File: src/rtl/suart_pkg.sv
package suart_pkg;
    localparam int DW = 8;

    typedef enum logic [2:0] {
        S_IDLE, S_START, S_DATA, S_PAR, S_STOP, S_BRKW
    } ser_state_e;

    // control register: bit0 tx_en .. bit5 flow_en
    typedef struct packed {
        logic flow_en;
        logic par_odd;
        logic par_en;
        logic clk_ext;
        logic rx_en;
        logic tx_en;
    } ctrl_t;

    typedef struct packed {
        logic          err;
        logic [DW-1:0] data;
    } rx_entry_t;

    localparam logic [3:0] A_DATA   = 4'd0;
    localparam logic [3:0] A_CTRL   = 4'd1;
    localparam logic [3:0] A_DIV    = 4'd2;
    localparam logic [3:0] A_IEN    = 4'd3;
    localparam logic [3:0] A_STAT   = 4'd4;
    localparam logic [3:0] A_THR    = 4'd5;
    localparam logic [3:0] A_TXCNT  = 4'd6;
    localparam logic [3:0] A_RXCNT  = 4'd7;
    localparam logic [3:0] A_ERRCNT = 4'd8;

    function automatic logic par_bit(input logic [DW-1:0] d, input logic odd);
        return (^d) ^ odd;
    endfunction
endpackage

File: src/rtl/suart_fifo.sv
module suart_fifo #(
    parameter int W     = 8,
    parameter int DEPTH = 64    // power of two
) (
    input  logic                         clk,
    input  logic                         rst,
    input  logic                         push,
    input  logic [W-1:0]                 wdata,
    input  logic                         pop,
    output logic [W-1:0]                 rdata,
    output logic [$clog2(DEPTH+1)-1:0]   count,
    output logic                         full,
    output logic                         empty
);
    localparam int AW = $clog2(DEPTH);
    localparam int CW = $clog2(DEPTH+1);

    logic [W-1:0]  mem [DEPTH];
    logic [AW-1:0] wp, rp;
    logic          do_push, do_pop;

    assign full    = (count == CW'(DEPTH));
    assign empty   = (count == '0);
    assign do_push = push && !full;
    assign do_pop  = pop && !empty;
    assign rdata   = mem[rp];

    always_ff @(posedge clk) begin
        if (do_push) mem[wp] <= wdata;
    end

    always_ff @(posedge clk) begin
        if (rst) begin
            wp    <= '0;
            rp    <= '0;
            count <= '0;
        end else begin
            if (do_push) wp <= wp + 1'b1;
            if (do_pop)  rp <= rp + 1'b1;
            count <= count + CW'(do_push) - CW'(do_pop);
        end
    end

    // a push into a full FIFO leaves the level unchanged
    a_r4_full_drop: assert property (@(posedge clk) disable iff (rst)
        (push && full && !pop) |=> (count == $past(count)));
    a_r4_no_underflow: assert property (@(posedge clk) disable iff (rst)
        (pop && empty && !push) |=> (count == '0));
endmodule

File: src/rtl/suart_tick.sv
module suart_tick #(
    parameter int DIVW = 8
) (
    input  logic            clk,
    input  logic            rst,
    input  logic [DIVW-1:0] div,
    input  logic            use_ext,
    input  logic            ext_clk,
    output logic            tick
);
    logic [2:0]      es;
    logic [DIVW-1:0] cnt;
    logic            int_hit;

    assign int_hit = (cnt == div);
    assign tick    = use_ext ? (es[1] && !es[2]) : int_hit;

    always_ff @(posedge clk) begin
        if (rst) begin
            es  <= '0;
            cnt <= '0;
        end else begin
            es <= {es[1:0], ext_clk};
            if (use_ext || int_hit) cnt <= '0;
            else                    cnt <= cnt + 1'b1;
        end
    end

    // with a nonzero divisor internal ticks are never adjacent
    a_r13_tick_spacing: assert property (@(posedge clk) disable iff (rst)
        (tick && !use_ext && div != '0) |=> (!tick || use_ext || div == '0));
endmodule

File: src/rtl/suart_tx.sv
module suart_tx
    import suart_pkg::*;
#(
    parameter int OVS = 16
) (
    input  logic          clk,
    input  logic          rst,
    input  logic          tick,
    input  logic          en,
    input  logic          par_en,
    input  logic          par_odd,
    input  logic          flow_en,
    input  logic          cts_n,
    input  logic          have_data,
    input  logic [DW-1:0] data,
    output logic          pop,
    output logic          txd,
    output logic          busy
);
    localparam int SW = $clog2(OVS);

    ser_state_e    st;
    logic [SW-1:0] sub;
    logic [2:0]    bitn;
    logic [DW-1:0] sh;
    logic          pb;
    logic [1:0]    cts_s;
    logic          last, hold;

    assign hold = flow_en && cts_s[1];
    assign pop  = (st == S_IDLE) && tick && en && have_data && !hold;
    assign last = tick && (sub == SW'(OVS-1));
    assign busy = (st != S_IDLE);

    always_ff @(posedge clk) begin
        if (rst) begin
            st    <= S_IDLE;
            sub   <= '0;
            bitn  <= '0;
            sh    <= '0;
            pb    <= 1'b0;
            txd   <= 1'b1;
            cts_s <= 2'b11;
        end else begin
            cts_s <= {cts_s[0], cts_n};
            if (st != S_IDLE && tick) sub <= last ? '0 : sub + 1'b1;
            case (st)
                S_IDLE: if (pop) begin
                    sh  <= data;
                    pb  <= par_bit(data, par_odd);
                    txd <= 1'b0;
                    sub <= '0;
                    st  <= S_START;
                end
                S_START: if (last) begin
                    txd  <= sh[0];
                    bitn <= '0;
                    st   <= S_DATA;
                end
                S_DATA: if (last) begin
                    sh <= sh >> 1;
                    if (bitn == 3'(DW-1)) begin
                        if (par_en) begin
                            txd <= pb;
                            st  <= S_PAR;
                        end else begin
                            txd <= 1'b1;
                            st  <= S_STOP;
                        end
                    end else begin
                        txd  <= sh[1];
                        bitn <= bitn + 1'b1;
                    end
                end
                S_PAR: if (last) begin
                    txd <= 1'b1;
                    st  <= S_STOP;
                end
                S_STOP: if (last) st <= S_IDLE;
                default: st <= S_IDLE;
            endcase
        end
    end

    // a held-off transmitter stays idle
    a_r8_cts_hold: assert property (@(posedge clk) disable iff (rst)
        (st == S_IDLE && flow_en && cts_s[1]) |=> (st == S_IDLE));
    a_r2_start_low: assert property (@(posedge clk) disable iff (rst)
        (st == S_START) |-> !txd);
    a_r2_stop_high: assert property (@(posedge clk) disable iff (rst)
        (st == S_STOP) |-> txd);
endmodule

File: src/rtl/suart_rx.sv
module suart_rx
    import suart_pkg::*;
#(
    parameter int OVS    = 16,
    parameter int TO_ETU = 15
) (
    input  logic      clk,
    input  logic      rst,
    input  logic      tick,
    input  logic      en,
    input  logic      rxd,
    input  logic      par_en,
    input  logic      par_odd,
    input  logic      fifo_empty,
    input  logic      host_pop,
    output logic      push,
    output rx_entry_t entry,
    output logic      brk_set,
    output logic      timeout
);
    localparam int SW       = $clog2(OVS);
    localparam int TO_TICKS = TO_ETU * OVS;
    localparam int TW       = $clog2(TO_TICKS + 1);

    ser_state_e    st;
    logic [SW-1:0] sub;
    logic [2:0]    bitn;
    logic [DW-1:0] sh;
    logic          pb;
    logic [1:0]    rs;
    logic          line, last;
    logic [TW-1:0] tcnt;

    assign line = rs[1];
    assign last = tick && (sub == SW'(OVS-1));

    always_ff @(posedge clk) begin
        if (rst) begin
            st      <= S_IDLE;
            sub     <= '0;
            bitn    <= '0;
            sh      <= '0;
            pb      <= 1'b0;
            rs      <= 2'b11;
            push    <= 1'b0;
            brk_set <= 1'b0;
            entry   <= '0;
        end else begin
            rs      <= {rs[0], rxd};
            push    <= 1'b0;
            brk_set <= 1'b0;
            if (st != S_IDLE && st != S_BRKW && tick) sub <= last ? '0 : sub + 1'b1;
            case (st)
                S_IDLE: if (tick && en && !line) begin
                    sub <= '0;
                    st  <= S_START;
                end
                S_START: if (tick && sub == SW'(OVS/2-1)) begin
                    sub  <= '0;
                    bitn <= '0;
                    st   <= line ? S_IDLE : S_DATA;
                end
                S_DATA: if (last) begin
                    sh   <= {line, sh[DW-1:1]};
                    bitn <= bitn + 1'b1;
                    if (bitn == 3'(DW-1)) st <= par_en ? S_PAR : S_STOP;
                end
                S_PAR: if (last) begin
                    pb <= line;
                    st <= S_STOP;
                end
                S_STOP: if (last) begin
                    if (sh == '0 && !line && !(par_en && pb)) begin
                        brk_set <= 1'b1;
                        st      <= S_BRKW;
                    end else begin
                        push       <= 1'b1;
                        entry.data <= sh;
                        entry.err  <= !line || (par_en && (pb != par_bit(sh, par_odd)));
                        st         <= S_IDLE;
                    end
                end
                S_BRKW: if (line) st <= S_IDLE;
                default: st <= S_IDLE;
            endcase
        end
    end

    always_ff @(posedge clk) begin
        if (rst || host_pop) begin
            tcnt    <= '0;
            timeout <= 1'b0;
        end else if (st != S_IDLE || fifo_empty) begin
            tcnt <= '0;
        end else if (tick && !timeout) begin
            if (tcnt == TW'(TO_TICKS-1)) begin
                timeout <= 1'b1;
                tcnt    <= '0;
            end else begin
                tcnt <= tcnt + 1'b1;
            end
        end
    end

    // timeout only rises with data waiting
    a_r10_to_needs_data: assert property (@(posedge clk) disable iff (rst)
        $rose(timeout) |-> !fifo_empty);
    // after a break the receiver waits for the line to return high
    a_r7_brk_wait: assert property (@(posedge clk) disable iff (rst)
        (st == S_BRKW && !line) |=> (st == S_BRKW));
    a_r7_brk_no_push: assert property (@(posedge clk) disable iff (rst)
        brk_set |-> !push);
endmodule

File: src/rtl/suart_top.sv
module suart_top
    import suart_pkg::*;
#(
    parameter int DEPTH   = 64,
    parameter int DIVW    = 8,
    parameter int OVS     = 16,
    parameter int TO_ETU  = 15,
    parameter int THR_RST = 48
) (
    input  logic       clk,
    input  logic       rst,
    input  logic [3:0] addr,
    input  logic       wr_en,
    input  logic       rd_en,
    input  logic [7:0] wdata,
    output logic [7:0] rdata,
    input  logic       ext_clk_i,
    input  logic       rxd_i,
    output logic       txd_o,
    input  logic       cts_n_i,
    output logic       rts_n_o,
    output logic       irq_txe_o,
    output logic       irq_brk_o,
    output logic       irq_rxf_o,
    output logic       irq_err_o,
    output logic       dma_tx_req_o,
    output logic       dma_rx_req_o
);
    localparam int CW = $clog2(DEPTH + 1);
    localparam int EW = $bits(rx_entry_t);

    ctrl_t          ctrl;
    logic [DIVW-1:0] div;
    logic [3:0]     ien;
    logic [CW-1:0]  thr;
    logic           brk_flag;
    logic [CW-1:0]  errcnt;

    logic           tick;
    logic           tx_push, tx_pop, tx_full, tx_empty, tx_busy;
    logic [DW-1:0]  tx_head;
    logic [CW-1:0]  tx_cnt;

    logic           rx_push, rx_pop, rx_full, rx_empty;
    rx_entry_t      rx_in, rx_head;
    logic [EW-1:0]  rx_raw;
    logic [CW-1:0]  rx_cnt;
    logic           brk_set, timeout, rx_lvl;

    assign tx_push = wr_en && addr == A_DATA;
    assign rx_pop  = rd_en && addr == A_DATA;
    assign rx_head = rx_entry_t'(rx_raw);
    assign rx_lvl  = (rx_cnt >= thr);

    suart_tick #(.DIVW(DIVW)) u_tick (
        .clk(clk), .rst(rst), .div(div), .use_ext(ctrl.clk_ext),
        .ext_clk(ext_clk_i), .tick(tick)
    );

    suart_fifo #(.W(DW), .DEPTH(DEPTH)) u_txf (
        .clk(clk), .rst(rst), .push(tx_push), .wdata(wdata), .pop(tx_pop),
        .rdata(tx_head), .count(tx_cnt), .full(tx_full), .empty(tx_empty)
    );

    suart_tx #(.OVS(OVS)) u_tx (
        .clk(clk), .rst(rst), .tick(tick), .en(ctrl.tx_en), .par_en(ctrl.par_en),
        .par_odd(ctrl.par_odd), .flow_en(ctrl.flow_en), .cts_n(cts_n_i),
        .have_data(!tx_empty), .data(tx_head), .pop(tx_pop), .txd(txd_o), .busy(tx_busy)
    );

    suart_fifo #(.W(EW), .DEPTH(DEPTH)) u_rxf (
        .clk(clk), .rst(rst), .push(rx_push), .wdata(rx_in), .pop(rx_pop),
        .rdata(rx_raw), .count(rx_cnt), .full(rx_full), .empty(rx_empty)
    );

    suart_rx #(.OVS(OVS), .TO_ETU(TO_ETU)) u_rx (
        .clk(clk), .rst(rst), .tick(tick), .en(ctrl.rx_en), .rxd(rxd_i),
        .par_en(ctrl.par_en), .par_odd(ctrl.par_odd), .fifo_empty(rx_empty),
        .host_pop(rx_pop), .push(rx_push), .entry(rx_in), .brk_set(brk_set),
        .timeout(timeout)
    );

    always_ff @(posedge clk) begin
        if (rst) begin
            ctrl     <= '0;
            div      <= '0;
            ien      <= '0;
            thr      <= CW'(THR_RST);
            brk_flag <= 1'b0;
            errcnt   <= '0;
            rts_n_o  <= 1'b0;
        end else begin
            if (wr_en) begin
                case (addr)
                    A_CTRL: ctrl <= ctrl_t'(wdata[5:0]);
                    A_DIV:  div  <= wdata[DIVW-1:0];
                    A_IEN:  ien  <= wdata[3:0];
                    A_THR:  thr  <= wdata[CW-1:0];
                    A_STAT: if (wdata[1]) brk_flag <= 1'b0;
                    default: ;
                endcase
            end
            if (brk_set) brk_flag <= 1'b1;
            errcnt <= errcnt + CW'(rx_push && rx_in.err && !rx_full)
                             - CW'(rx_pop && !rx_empty && rx_head.err);
            rts_n_o <= ctrl.flow_en && rx_lvl;
        end
    end

    always_comb begin
        case (addr)
            A_DATA:   rdata = rx_empty ? '0 : rx_head.data;
            A_CTRL:   rdata = 8'(ctrl);
            A_DIV:    rdata = 8'(div);
            A_IEN:    rdata = 8'(ien);
            A_STAT:   rdata = {2'b00, tx_busy, timeout, rx_head.err && !rx_empty,
                               rx_lvl, brk_flag, tx_empty};
            A_THR:    rdata = 8'(thr);
            A_TXCNT:  rdata = 8'(tx_cnt);
            A_RXCNT:  rdata = 8'(rx_cnt);
            A_ERRCNT: rdata = 8'(errcnt);
            default:  rdata = '0;
        endcase
    end

    assign irq_txe_o    = ien[0] && tx_empty;
    assign irq_brk_o    = ien[1] && brk_flag;
    assign irq_rxf_o    = ien[2] && rx_lvl;
    assign irq_err_o    = ien[3] && (errcnt != '0);
    assign dma_tx_req_o = ctrl.tx_en && tx_empty;
    assign dma_rx_req_o = ctrl.rx_en && rx_lvl;

    // the error count never exceeds the receive level
    a_r5_errcnt_bound: assert property (@(posedge clk) disable iff (rst)
        errcnt <= rx_cnt);
    // RTS follows the receive level one clock later
    a_r9_rts_high: assert property (@(posedge clk) disable iff (rst)
        (ctrl.flow_en && rx_cnt >= thr) |=> rts_n_o);
endmodule

File: config.mk
export PLATFORM = sky130hd
export DESIGN_NAME = suart_top
export DESIGN_NICKNAME = d
export VERILOG_FILES = /design/src/rtl/suart_pkg.sv /design/src/rtl/suart_fifo.sv /design/src/rtl/suart_tick.sv /design/src/rtl/suart_tx.sv /design/src/rtl/suart_rx.sv /design/src/rtl/suart_top.sv
export SDC_FILE = /design/constraint.sdc
export NUM_CORES = 1
export LEC_CHECK = 0
export BUFFER_PORTS_ARGS = -buffer_cell sky130_fd_sc_hd__buf_2
export CORE_AREA = 4 4 383 385
export DETAILED_ROUTE_END_ITERATION = 10
export DIE_AREA = 0 0 387 389
export PLACE_DENSITY_LB_ADDON = 0.2
export REMOVE_ABC_BUFFERS = 1
export SLEW_MARGIN = 10
export SYNTH_ARGS = -nofsm -noshare
export SYNTH_HDL_FRONTEND = slang
export SYNTH_SLANG_ARGS = --single-unit
File: constraint.sdc
create_clock -name clk -period 13.05 [get_ports clk]
set_clock_uncertainty 0.1 [all_clocks]
set_input_delay 1.305 -clock clk [delete_from_list [all_inputs] [get_ports clk]]
set_output_delay 1.305 -clock clk [all_outputs]
set_load 0.1 [all_outputs]
# Yosys cells after proc, flatten, opt, wreduce, memory -nomap -nowiden
# Memories as Yosys holds them, arrays and structs flattened. A register that Yosys moved wholly into a read port is not among the register bits.
# Cells that the tools add are included.
dict set report word_totals {
  register_bits 146
  mem_bits_rw 1088
  output_inout_bits 16
  mem_count 2
}
dict set report op_classes {
  n_addsub 16
  magnitude_cmp 1
  n_eq_ne 42
  muxes 61
  bitwise 6
  reduce_logical 86
}
# memory words word_bits rd rd_clocked_by_memory_dff wr line
set memory_table {}
lappend memory_table {u_rxf.mem 64 9 1 1 1 suart_fifo.sv:18} ;# logic [W-1:0] mem [DEPTH];
lappend memory_table {u_txf.mem 64 8 1 1 1 suart_fifo.sv:18}
# cell count
set ops {}
lappend ops {{case mux 8 bit (9 select lines)} 1}
lappend ops {{two-way mux 3 bit} 19}
lappend ops {{logical AND 1 bit} 36}
lappend ops {{two-way mux 4 bit} 8}
lappend ops {{two-way mux 8 bit} 4}
lappend ops {{adder 6 x 1 -> 6 bit, second input constant} 4}
lappend ops {{two-way mux 6 bit} 4}
lappend ops {{!= test 2 x 1 -> 1 bit, second input constant} 12}
lappend ops {{adder 7 x 1 -> 7 bit} 3}
lappend ops {{subtractor 7 x 1 -> 7 bit} 3}
lappend ops {{== test 4 x 3 -> 1 bit, second input constant} 5}
lappend ops {{case mux 3 bit (6 select lines)} 1}
lappend ops {{two-way mux 1 bit} 17}
lappend ops {{adder 8 x 1 -> 8 bit, second input constant} 2}
lappend ops {{case mux 8 bit (2 select lines)} 1}
lappend ops {{XOR reduction 8 bit} 2}
lappend ops {{== test 3 bit, second input constant} 5}
lappend ops {{case mux 3 bit (5 select lines)} 1}
lappend ops {{AND reduction 3 bit} 5}
lappend ops {{== test 7 bit, second input constant} 2}
lappend ops {{logical NOT 7 bit} 2}
lappend ops {{AND reduction 2 bit} 7}
lappend ops {{== test 3 x 2 -> 1 bit, second input constant} 4}
lappend ops {{== test 4 bit, second input constant} 3}
lappend ops {{32 further kinds} 61}

# Depth between registers and ports, before layout
# Gate-level depths: netlist of run 1.
dict set report logic_depth {
  word_depth 10
  depth_mapped 18
  mapped_depth_nobuf 17
}

# Cells and area by module
# From an unflattened synthesis of run 1, not the netlist that was laid out.
dict set report hier_totals {
  hier_cells 2873
  hier_area_um2 50647.3
}
# mod instances cells_each area_each_um2
set modules_own_cells {}
lappend modules_own_cells {{suart_fifo at u_rxf} 1 1146 23415.0}
lappend modules_own_cells {{suart_fifo at u_txf} 1 1009 20970.1}
lappend modules_own_cells {suart_top 1 280 2426.1}
lappend modules_own_cells {suart_rx 1 234 2008.2}
lappend modules_own_cells {suart_tx 1 150 1263.7}
lappend modules_own_cells {suart_tick 1 54 564.3}

# Least setup slack after synthesis of run 1
# Ideal clock, no wire load.
dict set report synth_path {
  path_kind {input to output}
  startpoint {input addr[2]}
  endpoint {output rdata[2]}
  arrival_ns 4.536
  required_time_ns 11.645
  setup_slack_ns 7.109
  cell_stages 5
  n_path_buf 1
  cell_sequence {clkbuf_1 clkinv_1 nor4_1 inv_1 o21ai_0}
}
dict set report synth_between {
  elab_chain_len 2
  word_cells_on_any_way 10
  classes_between {eq/ne (8); mux (1); reduce/logical (1)}
}
# item line
set synth_lines {}
lappend synth_lines {{from (decl)} suart_top.sv:12} ;# input logic [3:0] addr,
lappend synth_lines {{== test 4 bit (tied with other cells)} suart_top.sv:111} ;# case (addr)
lappend synth_lines {{case mux 8 bit (9 select lines) (*)} suart_top.sv:111}
lappend synth_lines {{to (decl)} suart_top.sv:16} ;# output logic [7:0] rdata,
# Every way passes the cells marked *; elsewhere a longest branch is shown, timed or not.

==> impl_results.md, run 1 <==
- Initial DRC Count: 2168
- Critical Path AT: 5.00 ns
- Slowest stage delay, CP: 0.98 ns
- Max IR drop VDD: 0.0000871 V
- Most frequent cells in the layout: edfxtp_1, mux4_2, nor2_1
- Logic pwr share: 0.038
- Total power: 8.43 mW
- Layout fillers: 12805
- GRT Residual Overflow: 0
- Final Hold Fails: 0
- Least-Margin Pin Slew: 1.26 ns
- Relative slew slack: 0.157
- EDFF count, synth: 1088
- Initial Util: 0.349
- Most used cell, CP: mux4_2
- Critical path class: reg -> out
- Post-synth cell types: 72
- Cells after synthesis: 2691
- P&R area growth vs syn: 13.5%
- Setup-failing EPs final: 0
- Most common cell after layout, fill and taps aside: edfxtp_1
- Sum of negative setup slack: 0 ns
- Outcome: finished, final reports clean
- Global-route wire length before repair: 179 mm
- Cell Pwr Density: 149 nW/um^2
- CTS tree: yes
- Post-Layout Cell Count: 4780
- DRC viols: 0
- Routability cong.: 0.792
- Top-area cell type share of the netlist area: 0.654
- Cell family with most CP delay: multiplexers
- Vias per cell: 5.24
- Root buffer cell: clkbuf_16
- Synth Cell Area: 49900 sq um
- Final Max Tran Viols: 0
- Max clock buf depth: 3
- Max-Cap Viols: 0
- Fin crit period: 6.41 ns
- WP data required: 11.64 ns
- Worst setup SP type: flip-flop
- Clock power share: 0.446
- Synth Warn #: 0
- Vias in the first global route: 25877
- Initial antenna violation count: 1
- CTS resizes: 0
- Period utilization: 0.491
- Final net count: 2842
- Final Routed Wirelength: 121 mm
- Clock Sink Count: 1246
- Prevailing post-synth register cell: edfxtp_1
- Register area: 35900 sq um
- Slowest CP cell: dfxtp_4
- Buf+Inv Stages, Crit Path: 2
- Place WS: 7.04 ns
- Antenna-violating nets left: 0
- Die area: 151000 sq um
- Leakage: 17.5 nW
- Top cell type by total area after synthesis: edfxtp_1
- GRT Total Usage: 0.160
- Area of the multi-input gates: 13200 sq um
- Die H: 389 um
- Hold buffers post-CTS: 0
- Largest net degree at the start of global routing: 100
- Number of synthesized register bits: 1246
- HPWL Detailed: 73.0 mm
- RSZ-0062 raised after global routing: false
- Sequential area share after synthesis: 0.718
- Ys async rst share: 0
- Wire per inst: 25.4 um
- Max Fclk: 0.156 GHz
- Post-CTS setup buffers: 0
- P_sw: 1.81 mW
- Worst Slack Setup Final: 6.64 ns
- Layout cells sized above 1: 0.223
- Area of the core: 143000 sq um
- Post-Syn Area per Cell: 18.6 sq um
- Switching Share: 0.215
- CP Cell Sequence: buf_12 -> mux4_2 -> mux4_2 -> mux4_2 -> a22o_1 -> nand2_1 -> nand4_1 -> buf_2
- Vias post-DR: 25047
- Worst setup EP type: output port
- Io pins: 35
- # rows: 139
- Crit Path Max Fanout: 99
- Synth top area cells: edfxtp_1, mux4_2, dfxtp_1
- Clk pin slew, worst setup/hold paths: 0.06 ns
- H-tree depth: 4
- Hold Path Class: reg -> reg
- Die Wd: 387 um
- Sequential Power Share: 0.516
- Skew-Pair Late Insertion Delay: 0.76 ns
- Port Buffers: 34
- # placed instances: 4538
- Power Internal: 6.62 mW
- Drt pass-1 iters: 5
- CTS buffer count: 134
-- per-layer routing --
layer	global-route usage	vias up	routed length [um]
li1	-	10920	-
met1	0.214	13284	51800
met2	0.273	677	61400
met3	0.0258	166	5430
met4	0.0433	0	2720
met5	0	-	0
-- final cells by class --
class / count / area share
multi-input cells: 1249 / 0.233
inverters: 54 / 0.00358
clock inverters: 77 / 0.0139
well taps: 1903 / 0.0420
flip-flops and latches: 1246 / 0.633
diodes: 1 / 0.0000442
clock buffers: 164 / 0.0636
repair buffers: 86 / 0.0104
-- cell families (layout without fill, tap and decap cells) --
group,Yosys count,count (layout),share of synthesized area
XOR/XNOR,68,68,0.0126
adder cells (fa/ha/maj),52,52,0.0135
flip-flops,1246,1246,0.718
buffers and inverters,196,381,0.0180
AND/OR/NAND/NOR,530,530,0.0486
other,0,1,0
multiplexers,393,393,0.163
AO/OA/AOI/OAI,206,206,0.0269
-- cells in the mapped netlist (28+ instances only) --
cell type  number
a21oi_1        72
buf_2          28
nand2_1        68
mux2i_1        61
mux4_2        305
edfxtp_1     1088
nor2_1        282
xor2_1         30
nand3_1        42
inv_1          53
dfxtp_1       158
xnor2_1        35
clkbuf_1       74
ha_1           49
o21ai_0        28
-- metrics by stage --
stage / util / hold slack, ns / area (sq um)
3_5_place_dp: 0.365 / 0.303 / 52300
5_1_grt: 0.396 / 0.336 / 56700
2_1_floorplan: - / 0.289 / 49200
4_1_cts: 0.396 / 0.317 / 56600
3_3_place_gp: 0.365 / 0.292 / 52200
6_report: 0.396 / 0.312 / 56700
-- flip-flops by register name (all words and copies together), names as in the netlist, 6 cells and up, named ones only --
register,cells
u_rxf.mem,576
u_txf.mem,512
u_rx.entry,9
div,8
u_rx.sh,8
u_rx.tcnt,8
u_tick.cnt,8
u_tx.sh,8
errcnt,7
thr,7
u_rxf.count,7
u_txf.count,7
ctrl,6
u_rxf.rp,6
u_rxf.wp,6
u_txf.rp,6
u_txf.wp,6
-- power groups by stage --
stage	logic [mW]	clock network, mW	registers [mW]
floorplan	0.219	0	4.43
global placement	0.317	0	4.43
detailed placement	0.324	0	4.43
CTS	0.326	3.85	4.35
finish	0.322	3.76	4.35
global route	0.358	4.01	4.35
-- worst paths after layout --
kind / end / startpoint / slack (ns) / cells past startpoint
worst max-delay path: rdata[3] / flip-flop / 6.64 / 8
worst min-delay path: u_tx.cts_s[1] / u_tx.cts_s[0] / 0.31 / 1
worst max register to register: errcnt[6] / flip-flop / 7.22 / 15
worst min register to register: u_tx.cts_s[1] / u_tx.cts_s[0] / 0.31 / 1
(Power assumes the default switching activity.)
==> inputs of run 2 (changes only) <==
==> constraint.sdc (replaced) <==
create_clock -name clk -period 5.85 [get_ports clk]
set_clock_uncertainty 0.1 [all_clocks]
set_input_delay 0.585 -clock clk [delete_from_list [all_inputs] [get_ports clk]]
set_output_delay 0.585 -clock clk [all_outputs]
set_load 0.1 [all_outputs]
==> impl_results.md, run 2 (synthesis gave the netlist of run 1 again) <==
- Outcome: finished, final reports clean
- Initial DRC Count: 2045
- Root buffer cell: clkbuf_16
- Clock Sink Count: 1246
- Final net count: 2847
- Final Hold Fails: 0
- Routed met3 length: 5.18 mm
- WP data required: 5.16 ns
- # diodes: 0
- Die area: 151000 sq um
- Initial Util: 0.349
- Initial antenna violation count: 0
- Vias post-DR: 24898
- Max clock buf depth: 3
- Largest register FFs: 576
- DRC viols: 0
- Layout cells sized above 1: 0.219
- Fin crit period: 5.23 ns
- End of the worst register-to-register path: errcnt[6]
- Relative slew slack: 0.129
- Critical path class: reg -> out
- Cell Pwr Density: 332 nW/um^2
- Regs by FF count: u_rxf.mem (576), u_txf.mem (512), u_rx.entry (9)
- Crit path capture: rdata[3]
- Die H: 389 um
- GRT Residual Overflow: 0
- Hold Path Class: in -> reg
- Clk pin slew, worst setup/hold paths: 0.06 ns
- P&R area growth vs syn: 13.7%
- Worst setup EP type: output port
- Leakage: 17.6 nW
- H-tree depth: 4
- Utilization after layout: 0.397
- RSZ-0062 raised after global routing: false
- Largest net degree at the start of global routing: 73
- Global-route wire length before repair: 175 mm
- CTS buffer count: 135
- Sum of negative setup slack: 0 ns
- M1 WL: 51.3 mm
- Drt pass-1 iters: 7
- Critical Path AT: 4.54 ns
- Slack of the worst reg-to-reg path: 0.98 ns
- Worst Slack Setup Final: 0.621 ns
- Final Routed Wirelength: 118 mm
- Most common cell after layout, fill and taps aside: edfxtp_1
- Antenna-violating nets left: 0
- Io pins: 35
- Area of the core: 143000 sq um
- Crit Path Max Fanout: 33
- Vias per cell: 5.20
- Least-Margin Pin Slew: 1.30 ns
- Die Wd: 387 um
- Place WS: 0.962 ns
- Most frequent cells in the layout: edfxtp_1, mux4_2, nor2_1
- Layout fillers: 12777
- CTS resizes: 0
- HPWL Detailed: 74.3 mm
- Met2 wire length: 58.9 mm
- Total power: 18.9 mW
- CTS tree: yes
- Max-Cap Viols: 0
- Worst setup SP type: flip-flop
- GRT Total Usage: 0.155
- Worst R2R Path Depth: 14
- DR top layer: met4
- Setup-failing EPs final: 0
- Skew-Pair Late Insertion Delay: 0.75 ns
- Largest Register: u_rxf.mem
- Final Max Tran Viols: 0
- Port Buffers: 34
- Vias in the first global route: 25784
- Max Fclk: 0.191 GHz
- Wire per inst: 24.6 um
- Hold Path Depth: 3
- Period utilization: 0.894
- Routability cong.: 0.823
- Max IR drop VDD: 0.000253 V
- # rows: 139
## run 2: changes by cell type in the layout (fill, tap and decap cells not counted), moves of 4 or more
cell	previous run	this run
inv_16	1	6
nor2_2	8	0
nor2_1	274	282
clkinv_8	6	2
clkinv_1	22	31
clkinv_16	3	7
## run 2: where the power goes
group | leakage [nW] | total [mW] | switching [mW] | internal [mW]
Combinational | 4.20 | 0.726 | 0.443 | 0.282
Clock | 2.16 | 8.42 | 3.62 | 4.80
Sequential | 11.2 | 9.70 | 0.0753 | 9.63
## run 2: final cells by class
class / count / area (sq um) / share of cell area
Clock buffer: 158 / 3480 / 0.0614
Clock inverter: 90 / 971 / 0.0171
Inverter: 54 / 203 / 0.00357
Multi-Input combinational cell: 1249 / 13200 / 0.233
Sequential cell: 1246 / 35900 / 0.632
Tap cell: 1903 / 2380 / 0.0419
Timing Repair Buffer: 90 / 651 / 0.0115
## run 2: worst min path at each step
stage | from | end | slack [ns]
CTS | wr_en | div[7] | 0.07
detailed placement | u_rx.rs[0] | u_rx.rs[1] | 0.30
global placement | u_tx.cts_s[0] | u_tx.cts_s[1] | 0.30
global route | wr_en | div[7] | 0.14
finish | wr_en | div[7] | 0.16
floorplan | u_rx.rs[0] | u_rx.rs[1] | 0.29
## run 2: layer usage
metal / up-vias / global-route usage
li1: 10937 / -
met2: 619 / 0.261
met1: 13172 / 0.210
met3: 170 / 0.0279
met4: 0 / 0.0396
met5: - / 0
## run 2: through the flow
step / instances / instance area, sq um / hold slack, ns
detailed placement: 4539 / 52300 / 0.304
finish: 4790 / 56800 / 0.161
floorplan: 2549 / 49200 / 0.289
global route: 4790 / 56800 / 0.141
global placement: 4539 / 52300 / 0.300
CTS: 4790 / 56800 / 0.0711
## run 2: timing repair
action / 4_1_cts / 5_1_grt
hold buffers: 3 / 0
hold endpoints to repair: 3 / 0
setup buffers: 0 / 0
## run 2: critical path: stages (launching register included)
cell and delay (ns):
dfxtp_4 0.80, buf_4 0.53, mux4_2 0.58, mux4_2 0.53, mux4_2 0.53, a22o_1 0.26, nand2_1 0.07, nand4_1 0.11
buf_2 0.32
